==> src/rtl/grpint_pkg.sv <==
package grpint_pkg;
    localparam int unsigned REG_AW = 5;
    localparam logic [1:0]  SEL_CTRL = 2'b00;
    localparam logic [1:0]  SEL_SENSE = 2'b01;
    localparam logic [1:0]  SEL_EN = 2'b10;

    typedef struct packed {
        logic trig_level;
        logic merge_all;
        logic status;
    } ctrl_t;

    typedef struct packed {
        ctrl_t ctrl;
        logic  cond_prev;
    } stat_state_t;
endpackage

==> src/rtl/grpint_sync.sv <==
module grpint_sync #(
    parameter int unsigned WIDTH  = 8,
    parameter int unsigned STAGES = 2
) (
    input  logic             clk,
    input  logic             rst_n,
    input  logic [WIDTH-1:0] din,
    output logic [WIDTH-1:0] dout
);
    logic [STAGES-1:0][WIDTH-1:0] chain_d, chain_q;

    always_comb begin
        chain_d[0] = din;
        for (int s = 1; s < int'(STAGES); s++) begin
            chain_d[s] = chain_q[s-1];
        end
    end

    always_ff @(posedge clk or negedge rst_n) begin
        if (!rst_n) chain_q <= '0;
        else        chain_q <= chain_d;
    end

    assign dout = chain_q[STAGES-1];
endmodule

==> src/rtl/grpint_regs.sv <==
module grpint_regs
    import grpint_pkg::*;
#(
    parameter int unsigned NUM_PORTS = 8,
    parameter int unsigned PORT_W    = 32
) (
    input  logic                          clk,
    input  logic                          rst_n,
    input  logic                          wr_en,
    input  logic [REG_AW-1:0]             addr,
    input  logic [PORT_W-1:0]             wdata,
    input  ctrl_t                         ctrl,
    output logic [31:0]                   rdata,
    output logic [NUM_PORTS*PORT_W-1:0]   sense,
    output logic [NUM_PORTS*PORT_W-1:0]   enable
);
    typedef struct packed {
        logic [NUM_PORTS-1:0][PORT_W-1:0] sense;
        logic [NUM_PORTS-1:0][PORT_W-1:0] en;
    } cfg_t;

    cfg_t cfg_d, cfg_q;

    always_comb begin
        cfg_d = cfg_q;
        if (wr_en) begin
            for (int p = 0; p < int'(NUM_PORTS); p++) begin
                if (addr[2:0] == 3'(p)) begin
                    if (addr[4:3] == SEL_SENSE) cfg_d.sense[p] = wdata;
                    if (addr[4:3] == SEL_EN)    cfg_d.en[p]    = wdata;
                end
            end
        end
    end

    always_ff @(posedge clk or negedge rst_n) begin
        if (!rst_n) cfg_q <= '0;
        else        cfg_q <= cfg_d;
    end

    always_comb begin
        rdata = '0;
        if (addr == '0) begin
            rdata = 32'(ctrl);
        end
        for (int p = 0; p < int'(NUM_PORTS); p++) begin
            if (addr[2:0] == 3'(p)) begin
                if (addr[4:3] == SEL_SENSE) rdata[PORT_W-1:0] = cfg_q.sense[p];
                if (addr[4:3] == SEL_EN)    rdata[PORT_W-1:0] = cfg_q.en[p];
            end
        end
    end

    assign sense  = cfg_q.sense;
    assign enable = cfg_q.en;
endmodule

==> src/rtl/grpint_eval.sv <==
module grpint_eval #(
    parameter int unsigned N = 256
) (
    input  logic         merge_all,
    input  logic [N-1:0] pins,
    input  logic [N-1:0] sense,
    input  logic [N-1:0] enable,
    output logic         cond
);
    logic [N-1:0] active;
    logic         any_hit;
    logic         all_hit;

    always_comb begin
        active  = enable & ~(pins ^ sense);
        any_hit = |active;
        all_hit = (active == enable) && (|enable);
        cond    = merge_all ? all_hit : any_hit;
    end
endmodule

==> src/rtl/grpint_status.sv <==
module grpint_status
    import grpint_pkg::*;
(
    input  logic       clk,
    input  logic       rst_n,
    input  logic       ctrl_wr,
    input  logic [2:0] wdata,
    input  logic       cond,
    output ctrl_t      ctrl
);
    stat_state_t st_d, st_q;
    logic        rise;

    always_comb begin
        st_d           = st_q;
        st_d.cond_prev = cond;
        rise           = cond && !st_q.cond_prev;
        if (ctrl_wr) begin
            st_d.ctrl.merge_all  = wdata[1];
            st_d.ctrl.trig_level = wdata[2];
        end
        if (st_q.ctrl.trig_level) begin
            st_d.ctrl.status = cond;
        end else begin
            if (ctrl_wr && wdata[0]) st_d.ctrl.status = 1'b0;
            if (rise)                st_d.ctrl.status = 1'b1;
        end
    end

    always_ff @(posedge clk or negedge rst_n) begin
        if (!rst_n) st_q <= '0;
        else        st_q <= st_d;
    end

    assign ctrl = st_q.ctrl;

    // a rising condition in edge style always leaves the status set
    p_edge_set_r5: assert property (@(posedge clk) disable iff (!rst_n)
        (!st_q.ctrl.trig_level && cond && !st_q.cond_prev) |=> st_q.ctrl.status);

    // edge-style status is sticky without a control write
    p_edge_sticky_r5: assert property (@(posedge clk) disable iff (!rst_n)
        (!st_q.ctrl.trig_level && st_q.ctrl.status && !ctrl_wr) |=> st_q.ctrl.status);

    // a clearing write with no rising edge clears the status
    p_clear_r6: assert property (@(posedge clk) disable iff (!rst_n)
        (ctrl_wr && wdata[0] && !wdata[2] && !st_q.ctrl.trig_level
         && !(cond && !st_q.cond_prev)) |=> !st_q.ctrl.status);

    // level-style status tracks the condition one cycle later
    p_level_follow_r7: assert property (@(posedge clk) disable iff (!rst_n)
        (st_q.ctrl.trig_level && !ctrl_wr) |=> (st_q.ctrl.status == $past(cond)));
endmodule

==> src/rtl/grpint_top.sv <==
module grpint_top
    import grpint_pkg::*;
#(
    parameter int unsigned NUM_PORTS   = 8,
    parameter int unsigned PORT_W      = 32,
    parameter int unsigned SYNC_STAGES = 2
) (
    input  logic                        clk,
    input  logic                        rst_n,
    input  logic                        reg_wr,
    input  logic [4:0]                  reg_addr,
    input  logic [31:0]                 reg_wdata,
    output logic [31:0]                 reg_rdata,
    input  logic [NUM_PORTS*PORT_W-1:0] port_pins,
    output logic                        irq
);
    localparam int unsigned NPINS = NUM_PORTS * PORT_W;

    logic [NPINS-1:0] pins_sync;
    logic [NPINS-1:0] sense;
    logic [NPINS-1:0] enable;
    logic             cond;
    logic             ctrl_wr;
    ctrl_t            ctrl;

    assign ctrl_wr = reg_wr && (reg_addr == '0);

    grpint_sync #(.WIDTH(NPINS), .STAGES(SYNC_STAGES)) u_sync (
        .clk  (clk),
        .rst_n(rst_n),
        .din  (port_pins),
        .dout (pins_sync)
    );

    grpint_regs #(.NUM_PORTS(NUM_PORTS), .PORT_W(PORT_W)) u_regs (
        .clk   (clk),
        .rst_n (rst_n),
        .wr_en (reg_wr),
        .addr  (reg_addr),
        .wdata (reg_wdata[PORT_W-1:0]),
        .ctrl  (ctrl),
        .rdata (reg_rdata),
        .sense (sense),
        .enable(enable)
    );

    grpint_eval #(.N(NPINS)) u_eval (
        .merge_all(ctrl.merge_all),
        .pins     (pins_sync),
        .sense    (sense),
        .enable   (enable),
        .cond     (cond)
    );

    grpint_status u_status (
        .clk    (clk),
        .rst_n  (rst_n),
        .ctrl_wr(ctrl_wr),
        .wdata  (reg_wdata[2:0]),
        .cond   (cond),
        .ctrl   (ctrl)
    );

    assign irq = ctrl.status;

    // an empty enable set never makes the all-active merge true
    p_and_empty_r4: assert property (@(posedge clk) disable iff (!rst_n)
        (ctrl.merge_all && enable == '0) |-> !cond);

    // with nothing enabled the condition stays false in either merge
    p_none_enabled_r2: assert property (@(posedge clk) disable iff (!rst_n)
        (enable == '0) |-> !cond);
endmodule

==> config.mk <==
export PLATFORM = sky130hd
export DESIGN_NAME = grpint_top
export DESIGN_NICKNAME = d
export VERILOG_FILES = /design/src/rtl/grpint_pkg.sv /design/src/rtl/grpint_sync.sv /design/src/rtl/grpint_regs.sv /design/src/rtl/grpint_eval.sv /design/src/rtl/grpint_status.sv /design/src/rtl/grpint_top.sv
export SDC_FILE = /design/constraint.sdc
export NUM_CORES = 2
export LEC_CHECK = 0
export BUFFER_PORTS_ARGS = -buffer_cell sky130_fd_sc_hd__buf_4
export CAP_MARGIN = 15
export CORE_ASPECT_RATIO = 1.5
export CORE_MARGIN = 8
export CORE_UTILIZATION = 40
export CTS_CLUSTER_DIAMETER = 50
export DETAILED_ROUTE_END_ITERATION = 7
export HOLD_SLACK_MARGIN = 0.06
export PLACE_DENSITY = 0.67
export SKIP_CTS_REPAIR_TIMING = 1
export SLEW_MARGIN = 20
export SYNTH_ARGS = -nofsm -noshare
export SYNTH_HDL_FRONTEND = slang
export SYNTH_SLANG_ARGS = --single-unit
==> constraint.sdc <==
create_clock -name clk -period 4.3 [get_ports clk]
set_input_delay 0.43 -clock clk [delete_from_list [all_inputs] [get_ports clk]]
set_output_delay 0.43 -clock clk [all_outputs]
set_load 0.02 [all_outputs]
; ---- Yosys cells after proc, flatten, opt, wreduce, memory -nomap -nowiden
; Index checks and enable logic that the tools add are counted.
[totals]
input_bits = 296
output_inout_bits = 33
word_cells = 90
register_bits = 1028
[op_classes]
n_reduce_logical = 26
eq_ne = 10
muxes = 29
bitwise = 3
[op_table]
columns = operator, count
row1 = $mux 32, 24
row2 = $reduce_or 256->1, 2
row3 = $and 256x256->256, 1
row4 = $eq 256x256->1, 1
row5 = $not 256->256, 1
row6 = $xor 256x256->256, 1
row7 = $reduce_and 3->1, 16
row8 = $eq 3x3->1 const B, 4
row9 = $eq 3x2->1 const B, 2
row10 = $logic_not 5->1, 1
row11 = $logic_and 1x1->1, 4
row12 = $mux 1, 4
row13 = $eq 3x1->1 const B, 1
row14 = $logic_not 3->1, 1
row15 = $mux 3, 1
row16 = $reduce_bool 3->1, 1
row17 = $eq 2x1->1 const B, 1
row18 = $eq 2x2->1 const B, 1
row19 = $logic_not 1->1, 1

; ---- Longest topological paths before layout
[depth]
word_depth = 26
ltp_mapped = 10

; ---- Hierarchy
; A second synthesis with hierarchy kept.
[unflattened]
hier_cells = 3228
hier_area_um2 = 42061.6
[by_module_without_submodules]
columns = module, instances, area_per_inst_um2, cells_each
row1 = grpint_regs, 1, 22899.5, 1752
row2 = grpint_sync, 1, 12812.3, 512
row3 = grpint_eval, 1, 6163.4, 948
row4 = grpint_status, 1, 166.4, 14
row5 = grpint_top, 1, 20.0, 2

; ---- Worst setup path before layout
; OpenSTA, ideal clock, no wires.
[synth_timing]
path_kind = in2out
startpoint = input reg_addr[3]
endpoint = output reg_rdata[0]
stages = 8
arrival_ps = 2208
setup_slack_ps = 1662
n_path_buf = 3
path_cell_list = buf_2 nor2b_1 buf_2 buf_1 a22oi_1 a211oi_1 a21oi_1 o21ai_0
[synth_between]
elab_chain_cells = 26
word_cells_on_any_way = 28
cone_classes = 2 x eq/ne / 25 x mux / 1 x reduce/logical
[synth_rtl]
columns = element, line_no
row1 = "start, declared", grpint_top.sv:11  ; input logic [4:0] reg_addr,
row2 = $logic_not 5->1, grpint_regs.sv:43  ; if (addr == '0) begin
row3 = $mux 3, grpint_regs.sv:43
row4 = $mux 32, grpint_regs.sv:48  ; if (addr[4:3] == SEL_SENSE) rdata[PORT_W-1:0] = cfg_q.sense[p];
row5 = $mux 32, grpint_regs.sv:49  ; if (addr[4:3] == SEL_EN) rdata[PORT_W-1:0] = cfg_q.en[p];
row6 = $mux 32, grpint_regs.sv:47  ; if (addr[2:0] == 3'(p)) begin
row7 = $mux 32, grpint_regs.sv:48
row8 = $mux 32, grpint_regs.sv:49
row9 = $mux 32, grpint_regs.sv:47
row10 = (+10 left out), n/a
row11 = $mux 32, grpint_regs.sv:49
row12 = $mux 32, grpint_regs.sv:47
row13 = $mux 32, grpint_regs.sv:48
row14 = $mux 32, grpint_regs.sv:49
row15 = $mux 32, grpint_regs.sv:47
row16 = $mux 32, grpint_regs.sv:48
row17 = $mux 32, grpint_regs.sv:49
row18 = $mux 32 *, grpint_regs.sv:47
row19 = "end, declared", grpint_top.sv:13  ; output logic [31:0] reg_rdata,
; Mark *: on every way between the ends. The rest lies on a longest branch, timed or not.

; ---- Worst setup path after layout
[layout_timing]
startpoint = input reg_addr[3]
endpoint = output reg_rdata[14]
[layout_between]
elab_chain_cells = 25
word_cells_on_any_way = 26
cone_classes = 2 x eq/ne / 24 x mux
[layout_rtl]
columns = element, line_no
row1 = $eq 2x1->1, grpint_regs.sv:48
row2 = $mux 32, grpint_regs.sv:48
row3 = $mux 32, grpint_regs.sv:49
row4 = $mux 32, grpint_regs.sv:47
row5 = $mux 32, grpint_regs.sv:48
row6 = $mux 32, grpint_regs.sv:49
row7 = $mux 32, grpint_regs.sv:47
row8 = $mux 32, grpint_regs.sv:48
row9 = (+9 left out), n/a
row10 = $mux 32, grpint_regs.sv:49
row11 = $mux 32, grpint_regs.sv:47
row12 = $mux 32, grpint_regs.sv:48
row13 = $mux 32, grpint_regs.sv:49
row14 = $mux 32, grpint_regs.sv:47
row15 = $mux 32, grpint_regs.sv:48
row16 = $mux 32, grpint_regs.sv:49
row17 = $mux 32 *, grpint_regs.sv:47
; Marked as above.

==> results.toml <==
[clock_network]
clk_path_buf_depth = 3
numClockSinks = 1028
clock_pin_slew_reported_for_the_worst_setup_and_hold_paths_after_clock_tree_synthesis_ns = 0.07
clock-root-buffer = "clkbuf_16"
h-tree-depth = 3
clk_latency_ns = 0.74
tritoncts = "yes"
numCtsBuffers = 108

[die]
top_level_ports = 329
die_area_mm2 = 0.114
chipWidth_um = 279
vertical_die_dimension_um = 410
initial_core_util_pct = 40.3
core.rowCount = 144
core_area_mm2 = 0.103

[route]
drt_drc_violations_left = 0
wirelength_mm = 230
firstDrtPassIters = 6
routed_via_density = 6.34
initialDrtViolationCount = 4915
wl_per_cell_um = 41.7
via_count = 34900
final_antenna_net_count = 0

[timing]
worst_slew_pin_slew_ns = 1.36
fin_worst_skew_ns = 0.0288
slew-limit-headroom_pct = 8.37
postLayoutSetupSlackWorst_ns = 0.675
clock.fmax_ghz = 0.276
layout_worst_path_cycle_share_pct = 84.3
grt_setup_unrepaired = "false"
final_count_of_pins_violating_max_slew = 0
report.final.hold_viol_count = 0
final-setup-viol-count = 0
final_period_minus_worst_setup_slack_ns = 3.63
tns_ns = 0

[worst_setup_path]
worstPathCellList = "buf_4 > nor2b_4 > buf_12 > a22oi_1 > buf_4 > o22ai_1 > o22ai_1 > nand2_1 > buf_4"
worst-endpoint-arrival_ns = 3.20
crit_path_frequent_cell = "buf_4"
critical_path_buf_inv_count = 4
end_kind = "primary output"
critPathMaxStageDelay_ns = 0.42
category_of_cells_accounting_for_the_largest_share_of_critical_path_delay = "buffers and inverters"
worst-path-max-fanout = 145
cp.required_ns = 3.87
crit_path_start_kind = "input pin"
cp_slowest_cell = "a22oi_1"
criticalPathCategory = "input pin to primary output"

[global_route]
grt_max_degree = 146
grt_first_pass_wirelength_mm = 299
antenna_found_initial = 22
overflow = 0
first_global_vias = 33200
groute.usage.overall_pct = 38.9

[finish]
final.fill_count = 8894
layout.cell_area.non_filler_mm2 = 0.0524
layout.core_utilization_pct = 51.0
sequential_cell_area_mm2 = 0.0257
final_common_cell = "dfrtp_1"
finalNetCount = 4383
area.growth.synth_to_final_pct = 26.7
commonest_cells_after_routing_fill_and_taps_aside = "dfrtp_1 (1028), buf_4 (402), nand2_1 (283)"
layout-drive-gt1-share_pct = 21.6
area_of_combinational_cells_with_multiple_inputs_mm2 = 0.0141

[place]
io_buffer_count = 328
total_half_perimeter_wirelength_after_legalization_and_detailed_placement_mm = 172
placement.cell_area_mm2 = 0.0459
preCtsSetupSlack_ns = 1.07
gp_routability_congestion = 1.16

[logic_synthesis]
synth-async-reset-ratio_pct = 100
ys_seq_area_share_pct = 62.2
netlist_area_mm2 = 0.0414
synth.avg_cell_area_um2 = 11.9
netlist_instances = 3489
synthFlopType = "dfrtp_1"
net_count_synth = 3785
synth_seq_cells = 1028
number_of_enable_flip_flop_cells_after_synthesis = 0
synth.yosys.warnings = 0
ys_types = 43

[power_and_ir_drop]
cellLeakagePower_nw = 22.6
power.ir.vdd_worst_mv = 0.482
p_per_area_mw_per_mm2 = 572
p_total_mw = 30.0

[hold_path]
holdCritPathClass = "input pin to register"

[flow_run]
drv.max_cap_violation_count = 0

[run_status]
status = "finished, final reports clean"
-- logic make-up after synthesis --
logic type,Yosys count,synth area share (%)
flip-flops,1028,62.2
AND/OR/NAND/NOR,589,6.44
buffers and inverters,452,4.22
AO/OA/AOI/OAI,892,14.3
multiplexers,272,7.40
XOR/XNOR,256,5.42
-- synth_stat cells, drive strengths merged, types with 2 or more instances --
library cell / instances / share of area, %
a211oi: 4 / 0.073
nand3b: 2 / 0.036
inv: 257 / 2.3
clkbuf: 150 / 1.4
dfrtp: 1028 / 62
a221oi: 61 / 1.3
a22o: 62 / 1.3
mux2i: 3 / 0.073
nand3: 7 / 0.085
o21ai: 249 / 3.0
nand4: 40 / 0.61
xnor2: 256 / 5.4
nor4: 87 / 1.4
and4: 2 / 0.042
o22a: 2 / 0.042
nor2: 124 / 1.1
a22oi: 257 / 4.7
o22ai: 247 / 3.7
buf: 45 / 0.53
nand2: 283 / 2.6
a21oi: 5 / 0.061
nor3: 32 / 0.39
mux2: 269 / 7.3
nor2b: 4 / 0.061
-- per-stage QoR --
step	instances	hold WS, ns
after floorplan	3489	0.134
after global placement	5033	0.331
after detailed placement	5033	0.335
after CTS	5236	-0.273
after global routing	5496	0.0653
final	5506	0.0634
-- state kept, by name (all words and copies together) (netlist names) --
register and cells:
u_regs.enable 256, u_regs.sense 256, u_sync.chain_d 256, u_sync.dout 256, u_status.ctrl 3, u_status.st_q 1
-- final cells by class --
| type | count | area share, % |
|---|---|---|
| Clock buffer | 126 | 5.54 |
| Timing Repair Buffer | 683 | 11.6 |
| Sequential cell | 1028 | 49.1 |
| Tap cell | 1314 | 3.14 |
| Multi-Input combinational cell | 2009 | 26.9 |
| Inverter | 257 | 1.84 |
| Clock inverter | 77 | 1.83 |
| Antenna cell | 12 | 0.0573 |
-- routing by layer --
metal	track usage, %	part of all wire, %
met1	45.6	34
met2	59.1	44
met3	9.98	10
met4	33.5	11
met5	0	0
-- worst reg2reg max path: stages (launching register included) --
cell	delay, ns
dfrtp_1	0.40
xnor2_1	0.38
a22oi_1	0.82
nand4_1	0.18
nand4b_1	0.30
nor4_1	0.42
a41oi_1	0.17
a31o_1	0.26
buf_12	0.13
a32o_1	0.20
-- report_power, final --
group / internal (mW) / leakage, nW / switching (mW)
logic: 2.19 / 8.49 / 4.38
clock network: 5.79 / 1.88 / 4.34
registers: 10.9 / 12.2 / 2.36
total: 18.9 / 22.6 / 11.1
-- worst paths after layout --
check	startpoint	end	slack [ns]	cells after the start
worst max register to register	u_regs.sense[237]	u_status.ctrl[0]	0.94	9
max in group asynchronous	rst_n	u_sync.chain_d[380]	2.64	4
worst min-delay path	reg_wdata[26]	u_regs.enable[186]	0.06	3
min in group asynchronous	rst_n	u_sync.chain_d[493]	0.29	2
worst min register to register	u_sync.chain_d[476]	u_sync.dout[220]	0.34	0
worst max-delay path	reg_addr[3]	reg_rdata[14]	0.67	9
Power figures use the tool's default switching activity.
